## config.mk

```make
export PLATFORM = sky130hd
export DESIGN_NAME = coinc_mult_trigger
export DESIGN_NICKNAME = d
export VERILOG_FILES = /design/src/rtl/coinc_trig_pkg.sv /design/src/rtl/coinc_edge_gate.sv /design/src/rtl/coinc_sect_count.sv /design/src/rtl/coinc_group.sv /design/src/rtl/coinc_mult_trigger.sv
export SDC_FILE = /design/constraint.sdc
export NUM_CORES = 2
export LEC_CHECK = 0
export ABC_AREA = 1
export CORE_AREA = 5 5 473 475
export DETAILED_ROUTE_END_ITERATION = 8
export DIE_AREA = 0 0 478 480
export HOLD_SLACK_MARGIN = 0.03
export PLACE_DENSITY = 0.45
export SYNTH_ARGS = -nofsm -noshare
export SYNTH_HDL_FRONTEND = slang
export SYNTH_SLANG_ARGS = --single-unit
export TNS_END_PERCENT = 30
```

## constraint.sdc

```tcl
create_clock -name clk -period 14.1 [get_ports clk]
set_input_delay 3.525 -clock clk [delete_from_list [all_inputs] [get_ports clk]]
set_output_delay 3.525 -clock clk [all_outputs]
set_load 0.01 [all_outputs]
```

## src/rtl/coinc_trig_pkg.sv

```systemverilog
package coinc_trig_pkg;

    // Number of bus sections feeding the counter: local, left, right.
    localparam int NUM_SECT = 3;

    // Section ordering inside the concatenated line vector.
    localparam int SECT_LOC   = 0;
    localparam int SECT_LEFT  = 1;
    localparam int SECT_RIGHT = 2;

    typedef enum logic [1:0] {
        SRC_LOC   = 2'd0,
        SRC_LEFT  = 2'd1,
        SRC_RIGHT = 2'd2
    } src_e;

    // Lowest line number of a section.
    function automatic int sect_lo(input int sect, input int lines_per_sect);
        return sect * lines_per_sect;
    endfunction

    // Width needed to hold a value up to n (at least 1 bit).
    function automatic int width_for(input int n);
        int w;
        w = 1;
        while ((1 << w) <= n) w++;
        return w;
    endfunction

endpackage

```

## src/rtl/coinc_edge_gate.sv

```systemverilog
module coinc_edge_gate
    import coinc_trig_pkg::*;
#(
    parameter int SECT_LINES = 16,
    localparam int LINES     = NUM_SECT * SECT_LINES
)(
    input  logic [SECT_LINES-1:0] local_trig,
    input  logic [SECT_LINES-1:0] left_trig,
    input  logic [SECT_LINES-1:0] right_trig,
    input  logic                  left_present,
    input  logic                  right_present,
    output logic [LINES-1:0]      lines
);

    // Missing neighbours contribute inactive lines.
    always_comb begin
        lines = '0;
        lines[sect_lo(SECT_LOC,   SECT_LINES) +: SECT_LINES] = local_trig;
        lines[sect_lo(SECT_LEFT,  SECT_LINES) +: SECT_LINES] =
            left_present  ? left_trig  : '0;
        lines[sect_lo(SECT_RIGHT, SECT_LINES) +: SECT_LINES] =
            right_present ? right_trig : '0;
    end

endmodule

```

## src/rtl/coinc_sect_count.sv

```systemverilog
module coinc_sect_count
    import coinc_trig_pkg::*;
#(
    parameter int SECT_LINES = 16,
    parameter int THR_W      = 3,
    localparam int CNT_W     = width_for(SECT_LINES),
    localparam int CMP_W     = (CNT_W > THR_W) ? CNT_W : THR_W
)(
    input  logic                  clk,
    input  logic                  rst,
    input  logic [SECT_LINES-1:0] lines,
    input  logic [SECT_LINES-1:0] mask,
    input  logic [THR_W-1:0]      thr,
    output logic                  ok
);

    logic [CNT_W-1:0] cnt;

    // Population count of the enabled, active lines.
    always_comb begin
        cnt = '0;
        for (int i = 0; i < SECT_LINES; i++) begin
            cnt = cnt + CNT_W'(lines[i] & mask[i]);
        end
    end

    always_comb begin
        ok = (CMP_W'(cnt) >= CMP_W'(thr));
    end

    // masking can only lower the count below the raw active count.
    assert_count_bound_R3: assert property (@(posedge clk) disable iff (rst)
        int'(cnt) <= $countones(lines));

endmodule

```

## src/rtl/coinc_group.sv

```systemverilog
module coinc_group
    import coinc_trig_pkg::*;
#(
    parameter int SECT_LINES = 16,
    parameter int THR_W      = 3,
    localparam int LINES     = NUM_SECT * SECT_LINES,
    localparam int IDX_W     = width_for(SECT_LINES - 1)
)(
    input  logic                      clk,
    input  logic                      rst,
    input  logic [LINES-1:0]          lines,
    input  logic [LINES-1:0]          mask,
    input  logic [NUM_SECT*THR_W-1:0] thr,
    input  logic [NUM_SECT*IDX_W-1:0] idx,
    output logic                      coinc_q,
    output logic [NUM_SECT-1:0]       pick_q
);

    logic [NUM_SECT-1:0] sect_ok;
    logic [NUM_SECT-1:0] pick_d;

    for (genvar s = 0; s < NUM_SECT; s++) begin : g_sect
        logic [SECT_LINES-1:0] sect_lines;
        logic [IDX_W-1:0]      sel;

        assign sect_lines = lines[sect_lo(s, SECT_LINES) +: SECT_LINES];
        assign sel        = idx[s*IDX_W +: IDX_W];

        coinc_sect_count #(
            .SECT_LINES (SECT_LINES),
            .THR_W      (THR_W)
        ) u_count (
            .clk   (clk),
            .rst   (rst),
            .lines (sect_lines),
            .mask  (mask[sect_lo(s, SECT_LINES) +: SECT_LINES]),
            .thr   (thr[s*THR_W +: THR_W]),
            .ok    (sect_ok[s])
        );

        // Single-line selection ignores the mask.
        assign pick_d[s] = sect_lines[sel];
    end

    always_ff @(posedge clk) begin
        if (rst) begin
            coinc_q <= 1'b0;
            pick_q  <= '0;
        end else begin
            coinc_q <= &sect_ok;
            pick_q  <= pick_d;
        end
    end

    // nothing enabled and some threshold above zero means no trigger.
    assert_empty_mask_R2: assert property (@(posedge clk) disable iff (rst)
        (mask == '0 && thr != '0) |=> !coinc_q);

    // all thresholds zero always fires.
    assert_zero_thr_R5: assert property (@(posedge clk) disable iff (rst)
        (thr == '0) |=> coinc_q);

    // any failing section blocks the group.
    assert_and_sections_R4: assert property (@(posedge clk) disable iff (rst)
        (sect_ok != '1) |=> !coinc_q);

endmodule

```

## src/rtl/coinc_mult_trigger.sv

```systemverilog
module coinc_mult_trigger
    import coinc_trig_pkg::*;
#(
    parameter int NUM_GROUPS = 16,
    parameter int SECT_LINES = 16,
    parameter int THR_W      = 3,
    localparam int LINES     = NUM_SECT * SECT_LINES,
    localparam int IDX_W     = width_for(SECT_LINES - 1),
    localparam int GT_W      = NUM_SECT * THR_W,
    localparam int GI_W      = NUM_SECT * IDX_W
)(
    input  logic                           clk,
    input  logic                           rst,
    input  logic [SECT_LINES-1:0]          local_trig,
    input  logic [SECT_LINES-1:0]          left_trig,
    input  logic [SECT_LINES-1:0]          right_trig,
    input  logic                           left_present,
    input  logic                           right_present,
    input  logic [NUM_GROUPS*LINES-1:0]    grp_mask,
    input  logic [NUM_GROUPS*GT_W-1:0]     grp_thresh,
    input  logic [NUM_GROUPS*GI_W-1:0]     grp_index,
    output logic [NUM_GROUPS-1:0]          coinc_out,
    output logic [NUM_GROUPS*NUM_SECT-1:0] pick_out
);

    logic [LINES-1:0] lines;

    coinc_edge_gate #(
        .SECT_LINES (SECT_LINES)
    ) u_gate (
        .local_trig    (local_trig),
        .left_trig     (left_trig),
        .right_trig    (right_trig),
        .left_present  (left_present),
        .right_present (right_present),
        .lines         (lines)
    );

    for (genvar g = 0; g < NUM_GROUPS; g++) begin : g_grp
        coinc_group #(
            .SECT_LINES (SECT_LINES),
            .THR_W      (THR_W)
        ) u_group (
            .clk     (clk),
            .rst     (rst),
            .lines   (lines),
            .mask    (grp_mask[g*LINES +: LINES]),
            .thr     (grp_thresh[g*GT_W +: GT_W]),
            .idx     (grp_index[g*GI_W +: GI_W]),
            .coinc_q (coinc_out[g]),
            .pick_q  (pick_out[g*NUM_SECT +: NUM_SECT])
        );

        // an absent neighbour never shows up on a selected line.
        assert_no_left_R6: assert property (@(posedge clk) disable iff (rst)
            !left_present |=> !pick_out[g*NUM_SECT + SECT_LEFT]);
        assert_no_right_R6: assert property (@(posedge clk) disable iff (rst)
            !right_present |=> !pick_out[g*NUM_SECT + SECT_RIGHT]);
    end

endmodule

```

== After elaboration in Yosys (flattened, before gate mapping) ==
Index checks and enable logic that the tools add are counted.
Cells by class
  $add $sub $neg: 720
  magnitude comparators: 96
  muxes and demuxes: 98
  bitwise logic cells: 768
  reductions and logical operators: 16
Operators by type and width (count)
  5-bit by 1-bit adder with 5-bit output: 720
  1-bit bitwise AND: 768
  5-bit by 3-bit greater-or-equal comparator with 1-bit output: 48
  4-bit by 5-bit < comparator with 1-bit output, second input constant: 48
  1-bit binary-select mux with 4-bit select: 48
  1-bit 2-to-1 mux: 48
  3-bit AND reduction: 16
  16-bit 2-to-1 mux: 2
Word-level totals
  bits in registers: 64
  output and inout bits: 64
  logic and storage cells: 1730

== Logic depth before layout (Yosys ltp) ==
  depth after elaboration: 19
  depth in mapped cells: 24
  mapped depth without buffers: 20

== By module ==
Synthesis repeated with hierarchy kept, for this count alone.
Second synthesis, totals
  cells, all modules: 6189
  area, all modules: 37412.1 µm²
By module, submodules not included
  coinc_group: instances 16, cells an instance 150, area each 693.2 µm², seq. area each 80.1 µm²
  coinc_sect_count at g_grp[0].u_group.g_sect[0].u_count ...: instances 17, cells an instance 77, area each 538.0 µm², seq. area each 0.0 µm²
  coinc_sect_count at g_grp[5].u_group.g_sect[0].u_count ...: instances 14, cells an instance 79, area each 543.0 µm², seq. area each 0.0 µm²
  coinc_sect_count at g_grp[2].u_group.g_sect[1].u_count ...: instances 8, cells an instance 78, area each 540.5 µm², seq. area each 0.0 µm²
  coinc_sect_count at g_grp[15].u_group.g_sect[0].u_count ...: instances 8, cells an instance 74, area each 536.8 µm², seq. area each 0.0 µm²
  coinc_sect_count at g_grp[14].u_group.g_sect[2].u_count: instances 1, cells an instance 74, area each 528.0 µm², seq. area each 0.0 µm²
  coinc_edge_gate: instances 1, cells an instance 84, area each 426.7 µm², seq. area each 0.0 µm²

== Least setup slack after synthesis ==
Ideal clock, no wire load.
  path type: input -> register
  start point: input right_present
  end point: register g_grp[13].u_group.coinc_q
  arrival time: 7.924 ns
  setup slack: 6.064 ns
  cell stages on the path: 22
  cell sequence: buf_4 buf_12 nand2_4 buf_2 inv_1 buf_2 nand2_1 fa_1 fa_1 fa_1 inv_1 fa_1 ha_1 fa_1 nand2_1 nand2_1 ha_1 or2_2 a21oi_1 nand3_1 nand3_1 nor2_1
Between the ends
  longest elaborated chain between the ends: 19
  elaborated cells between the ends (all ways): 34
  those cells by class: 15 x add/sub; 1 x order compare; 1 x mux; 16 x bitwise; 1 x reduce/logical
Ends and longest elaborated chain
  start, declared: RTL line coinc_mult_trigger.sv:18  | input logic right_present,
  16-bit 2-to-1 mux *: RTL line coinc_edge_gate.sv:22  | right_present ? right_trig : '0;
  1-bit bitwise AND: RTL line coinc_sect_count.sv:23  | cnt = cnt + CNT_W'(lines[i] & mask[i]);
  5-bit by 1-bit adder with 5-bit output (14 in series): RTL line coinc_sect_count.sv:23
  5-bit by 1-bit adder with 5-bit output *: RTL line coinc_sect_count.sv:23
  5-bit by 3-bit greater-or-equal comparator with 1-bit output *: RTL line coinc_sect_count.sv:28  | ok = (CMP_W'(cnt) >= CMP_W'(thr));
  3-bit AND reduction *: RTL line coinc_group.sv:50  | coinc_q <= &sect_ok;
  end signal, assigned: RTL line coinc_group.sv:50
  end, declared: RTL line coinc_group.sv:15  | output logic coinc_q,
Every way passes the cells marked *; elsewhere a longest branch is shown, timed or not.
A chain may end at the register's enable or synchronous reset.

== Final worst setup path ==
  start point: input right_present
  end point: register g_grp[11].u_group.coinc_q
Between the ends
  longest elaborated chain between the ends: 19
  elaborated cells between the ends (all ways): 34
  those cells by class: 15 x add/sub; 1 x order compare; 1 x mux; 16 x bitwise; 1 x reduce/logical
Ends and longest elaborated chain (RTL line)
  16-bit 2-to-1 mux *: coinc_edge_gate.sv:22
  1-bit bitwise AND: coinc_sect_count.sv:23
  5-bit by 1-bit adder with 5-bit output (14 in series): coinc_sect_count.sv:23
  5-bit by 1-bit adder with 5-bit output *: coinc_sect_count.sv:23
  5-bit by 3-bit greater-or-equal comparator with 1-bit output *: coinc_sect_count.sv:28
  3-bit AND reduction *: coinc_group.sv:50
  end signal, assigned: coinc_group.sv:50
  end, declared: coinc_group.sv:15
Marked as above.

==> key figures <==
Setup path
  – Critical Path Source: right_present
  – Kind of end point of the critical path: flop
  – Cells traversed along the worst timing path: clkdlybuf4s50_1, buf_4, nand2_2, buf_4, nor2_1, fa_1, inv_1, fa_1, fa_1, inv_1, fa_1, ha_1, fa_1, ha_1, o21ai_0, nand2_1, nand2_1, nand4_1, nand2_1, nor2_1
  – Max FO, Critical Path: 18
  – Crit-path max cell delay: 0.68 ns
  – Cell occurring most often along the worst timing path: fa_1
  – Worst Path Arrival: 9.89 ns
  – Worst setup path class: input port to flop
  – Crit path launch type: input port
  – Setup crit end: g_grp[11].u_group.coinc_q
  – Crit path required time: 14.39 ns
  – Slowest CP cell: nand4_1

STA
  – Final setup violation count: 0
  – Post-route setup TNS: 0 ns
  – Final Hold Vio Count: 0
  – RSZ-0062 raised after global routing: no
  – Relative slew margins: 21.01%
  – Worst slew pin tran: 1.181 ns
  – PnR worst setup slack: 4.506 ns
  – Fmax: 0.1042 GHz
  – Time the final worst path needs with I/O delays and setup: 9.594 ns
  – Hold Slack: 3.573 ns
  – Number of max-slew violations in the final report: 0
  – Final worst path period share: 68.04%

CTS
  – # Post-CTS Setup Buffers: 0
  – Number of resized instances in the post-cts repair step: 0
  – Root buf cell: clkbuf_16
  – Number of buffers on the longest clock path: 2
  – CTS H-tree depth: 3
  – Clk sink count: 64
  – Total of hold buffers inserted after clock tree synthesis: 0
  – TritonCTS buffer count: 9
  – Clock transition at the registers of the reported paths: 0.09 ns
  – TritonCTS clock tree: built

Outcome
  – Status: completed

Cells and area
  – Share of final-layout standard cells stronger than drive strength 1: 1.985%
  – Fill count: 24590
  – Number of nets in the layout: 8516
  – Core utilization of the finished layout: 22.95%
  – Growth of design area from synthesis to finish: 44.97%

Power
  – Total net switching power: 1.876 mW
  – Total Power Consumption: 3.462 mW
  – Combinational fraction of design power: 85.0%
  – Peak VDD IR: 0.00004844 V
  – Lkg Pwr: 27.03 nW
  – Clk pwr share: 8.5%
  – Switching share of power: 54.20%
  – Sequential power share: 6.5%
  – Power per cell area: 68.91 nW/um^2
  – Int Pwr: 1.585 mW

Floorplan
  – Die Footprint: 229400 um^2
  – Floorplan Core Area: 218900 um^2
  – Starting Density: 15.83%
  – Die X-Extent: 478 um
  – Cell row count: 172
  – Die span in y: 480 um
  – Ports: 1220

Global routing
  – Global-route congestion overflow total: 0
  – GRT busiest layer: met2
  – Met3 demand-to-capacity share in global routing: 5.121%
  – Initial antenna violation count: 121
  – Met2 track demand over resource in global routing: 31.26%
  – Fraction of met1 tracks used by global routing: 23.08%
  – Vias in the first global route: 40380
  – Wire length of the first global-routing pass: 306000 um
  – Largest net degree at the start of global routing: 33
  – Global-route total usage across every layer: 18.74%

Synthesis
  – Cell accounting for the most synthesized area: fa_1
  – Proportion of register bits with asynchronous set or reset after synthesis: 0%
  – Post-synth EDFFs: 0
  – Cells after Synth: 5417
  – Distinct cells, synth: 27
  – Dominant register cell in the synthesized netlist: dfxtp_1
  – Post-synthesis sequential element count: 64
  – Fraction of post-synthesis cell area in the top cell type by area: 27.73%
  – Synthesized cell area: 34650 um^2
  – Register area share after synthesis: 3.697%
  – Warnings, synthesis: 0
  – Mapped Avg Cell Area: 6.397 um^2
  – Largest cells by area after synthesis: fa_1 (28%), inv_1 (16%), nand2_1 (14%)
  – Number of nets in the synthesized netlist: 7437

Routing
  – Vias per cell: 4.157
  – Total number of vias: 39120
  – Drt total wl: 222900 um
  – First-pass DRT Iterations: 6
  – DRC violations left: 0
  – Routed Antenna Nets: 0
  – Average wire per standard cell: 23.68 um
  – Detailed Route Iter0 Violations: 3014

Placement
  – DPL Wire Length: 192100 um
  – Last weighted congestion value of the routability-driven placer: 0.9612
  – Worst slack at placement: 3.706 ns
  – Number of port buffers: 1219

Run
  – Maximum Capacitance Violations: 0

Worst hold path
  – Class of the tightest hold or removal check: input port to flop
[worst min-delay path by stage]
stage	depth (start not counted)	start	slack, ns	endpoint
final	2	rst	3.57	g_grp[11].u_group.pick_q[1]
after global routing	2	rst	3.55	g_grp[7].u_group.pick_q[1]
after CTS	2	rst	3.55	g_grp[7].u_group.pick_q[1]
after detailed placement	2	rst	4.02	g_grp[7].u_group.pick_q[1]
after global placement	2	rst	4.02	g_grp[7].u_group.pick_q[1]
after floorplan	2	grp_index[3]	3.69	g_grp[0].u_group.pick_q[0]
[cells by family (layout without fill, tap and decap cells)]
group	after synthesis	count (layout)	synth area share, %
other	0	41	0
XOR/XNOR	44	44	1.112
AND/OR/NAND/NOR	2454	2454	29.53
adder cells (fa/ha/maj)	864	864	41.59
flip-flops	64	64	3.697
buffers and inverters	1710	2793	19.24
AO/OA/AOI/OAI	281	281	4.831
[final cells by class]
| class | count | area (um^2) | share of cell area [%] |
|---|---|---|---|
| inverters | 1505 | 5649 | 11.24 |
| diodes | 41 | 102.6 | 0.2042 |
| clock buffers | 10 | 239.0 | 0.4757 |
| well taps | 2871 | 3592 | 7.150 |
| clock inverters | 5 | 56.30 | 0.1121 |
| flip-flops and latches | 64 | 1281 | 2.550 |
| multi-input cells | 3643 | 26740 | 53.23 |
| repair buffers | 1273 | 12570 | 25.03 |
[registers in the layout (all words and copies together) (netlist names)]
register / cells
g_grp.u_group.pick_q: 48
g_grp.u_group.coinc_q: 16
[synth_stat cells, types with 5 or more instances]
cell type	instances
nand2_1	1337
a21oi_1	80
xor2_1	30
fa_1	480
ha_1	384
buf_2	97
nand4_1	20
nand3b_1	8
xnor2_1	14
o211ai_1	54
clkbuf_1	66
nand2_4	10
inv_1	1503
nor2_1	414
buf_1	18
buf_4	19
o21ai_0	94
or2_2	20
dfxtp_1	64
nand3_1	635
a21o_1	5
a21boi_0	48
nand2_2	7
[power by group through the flow]
| stage | combinational (mW) | sequential (mW) | clock, mW |
|---|---|---|---|
| 6_report | 2.94 | 0.226 | 0.294 |
| 5_1_grt | 3.44 | 0.228 | 0.313 |
| 4_1_cts | 3.06 | 0.227 | 0.315 |
| 3_5_place_dp | 3.03 | 0.230 | 0 |
| 3_3_place_gp | 3.00 | 0.231 | 0 |
| 2_1_floorplan | 1.72 | 0.217 | 0 |
[layer usage]
metal | routed length [um] | part of all wire (%) | vias up
met2 | 103000 | 46 | 1971
met5 | 472 | 0.21 | -
met1 | 89640 | 40 | 18540
li1 | - | - | 18180
met3 | 20800 | 9.3 | 360
met4 | 9001 | 4.0 | 72
[placed cells by master (no fill, tap or decap), types with 54 or more instances in the layout]
cell type	netlist	routed
nor2_1	414	414
nand3_1	635	635
inv_1	1503	1500
dfxtp_1	64	64
ha_1	384	384
nand2_1	1337	1322
a21oi_1	80	80
o21ai_0	94	93
o211ai_1	54	54
clkdlybuf4s50_1	0	1212
fa_1	480	480
buf_4	19	55
[stage by stage]
step	cell area (um^2)	std cells
6_report	50240	9412
5_1_grt	50200	9396
4_1_cts	50140	9371
3_5_place_dp	49840	9356
3_3_place_gp	49840	9356
2_1_floorplan	34650	5417
[worst max-delay path, delay by kind of cell]
kind | cells | cell delay (ns)
adders and majority gates | 7 | 2.81
AOI/OAI and AO/OA | 1 | 0.07
and+or+nand+nor | 7 | 2.04
buffers and inverters | 5 | 1.35
(Power assumes the default switching activity.)
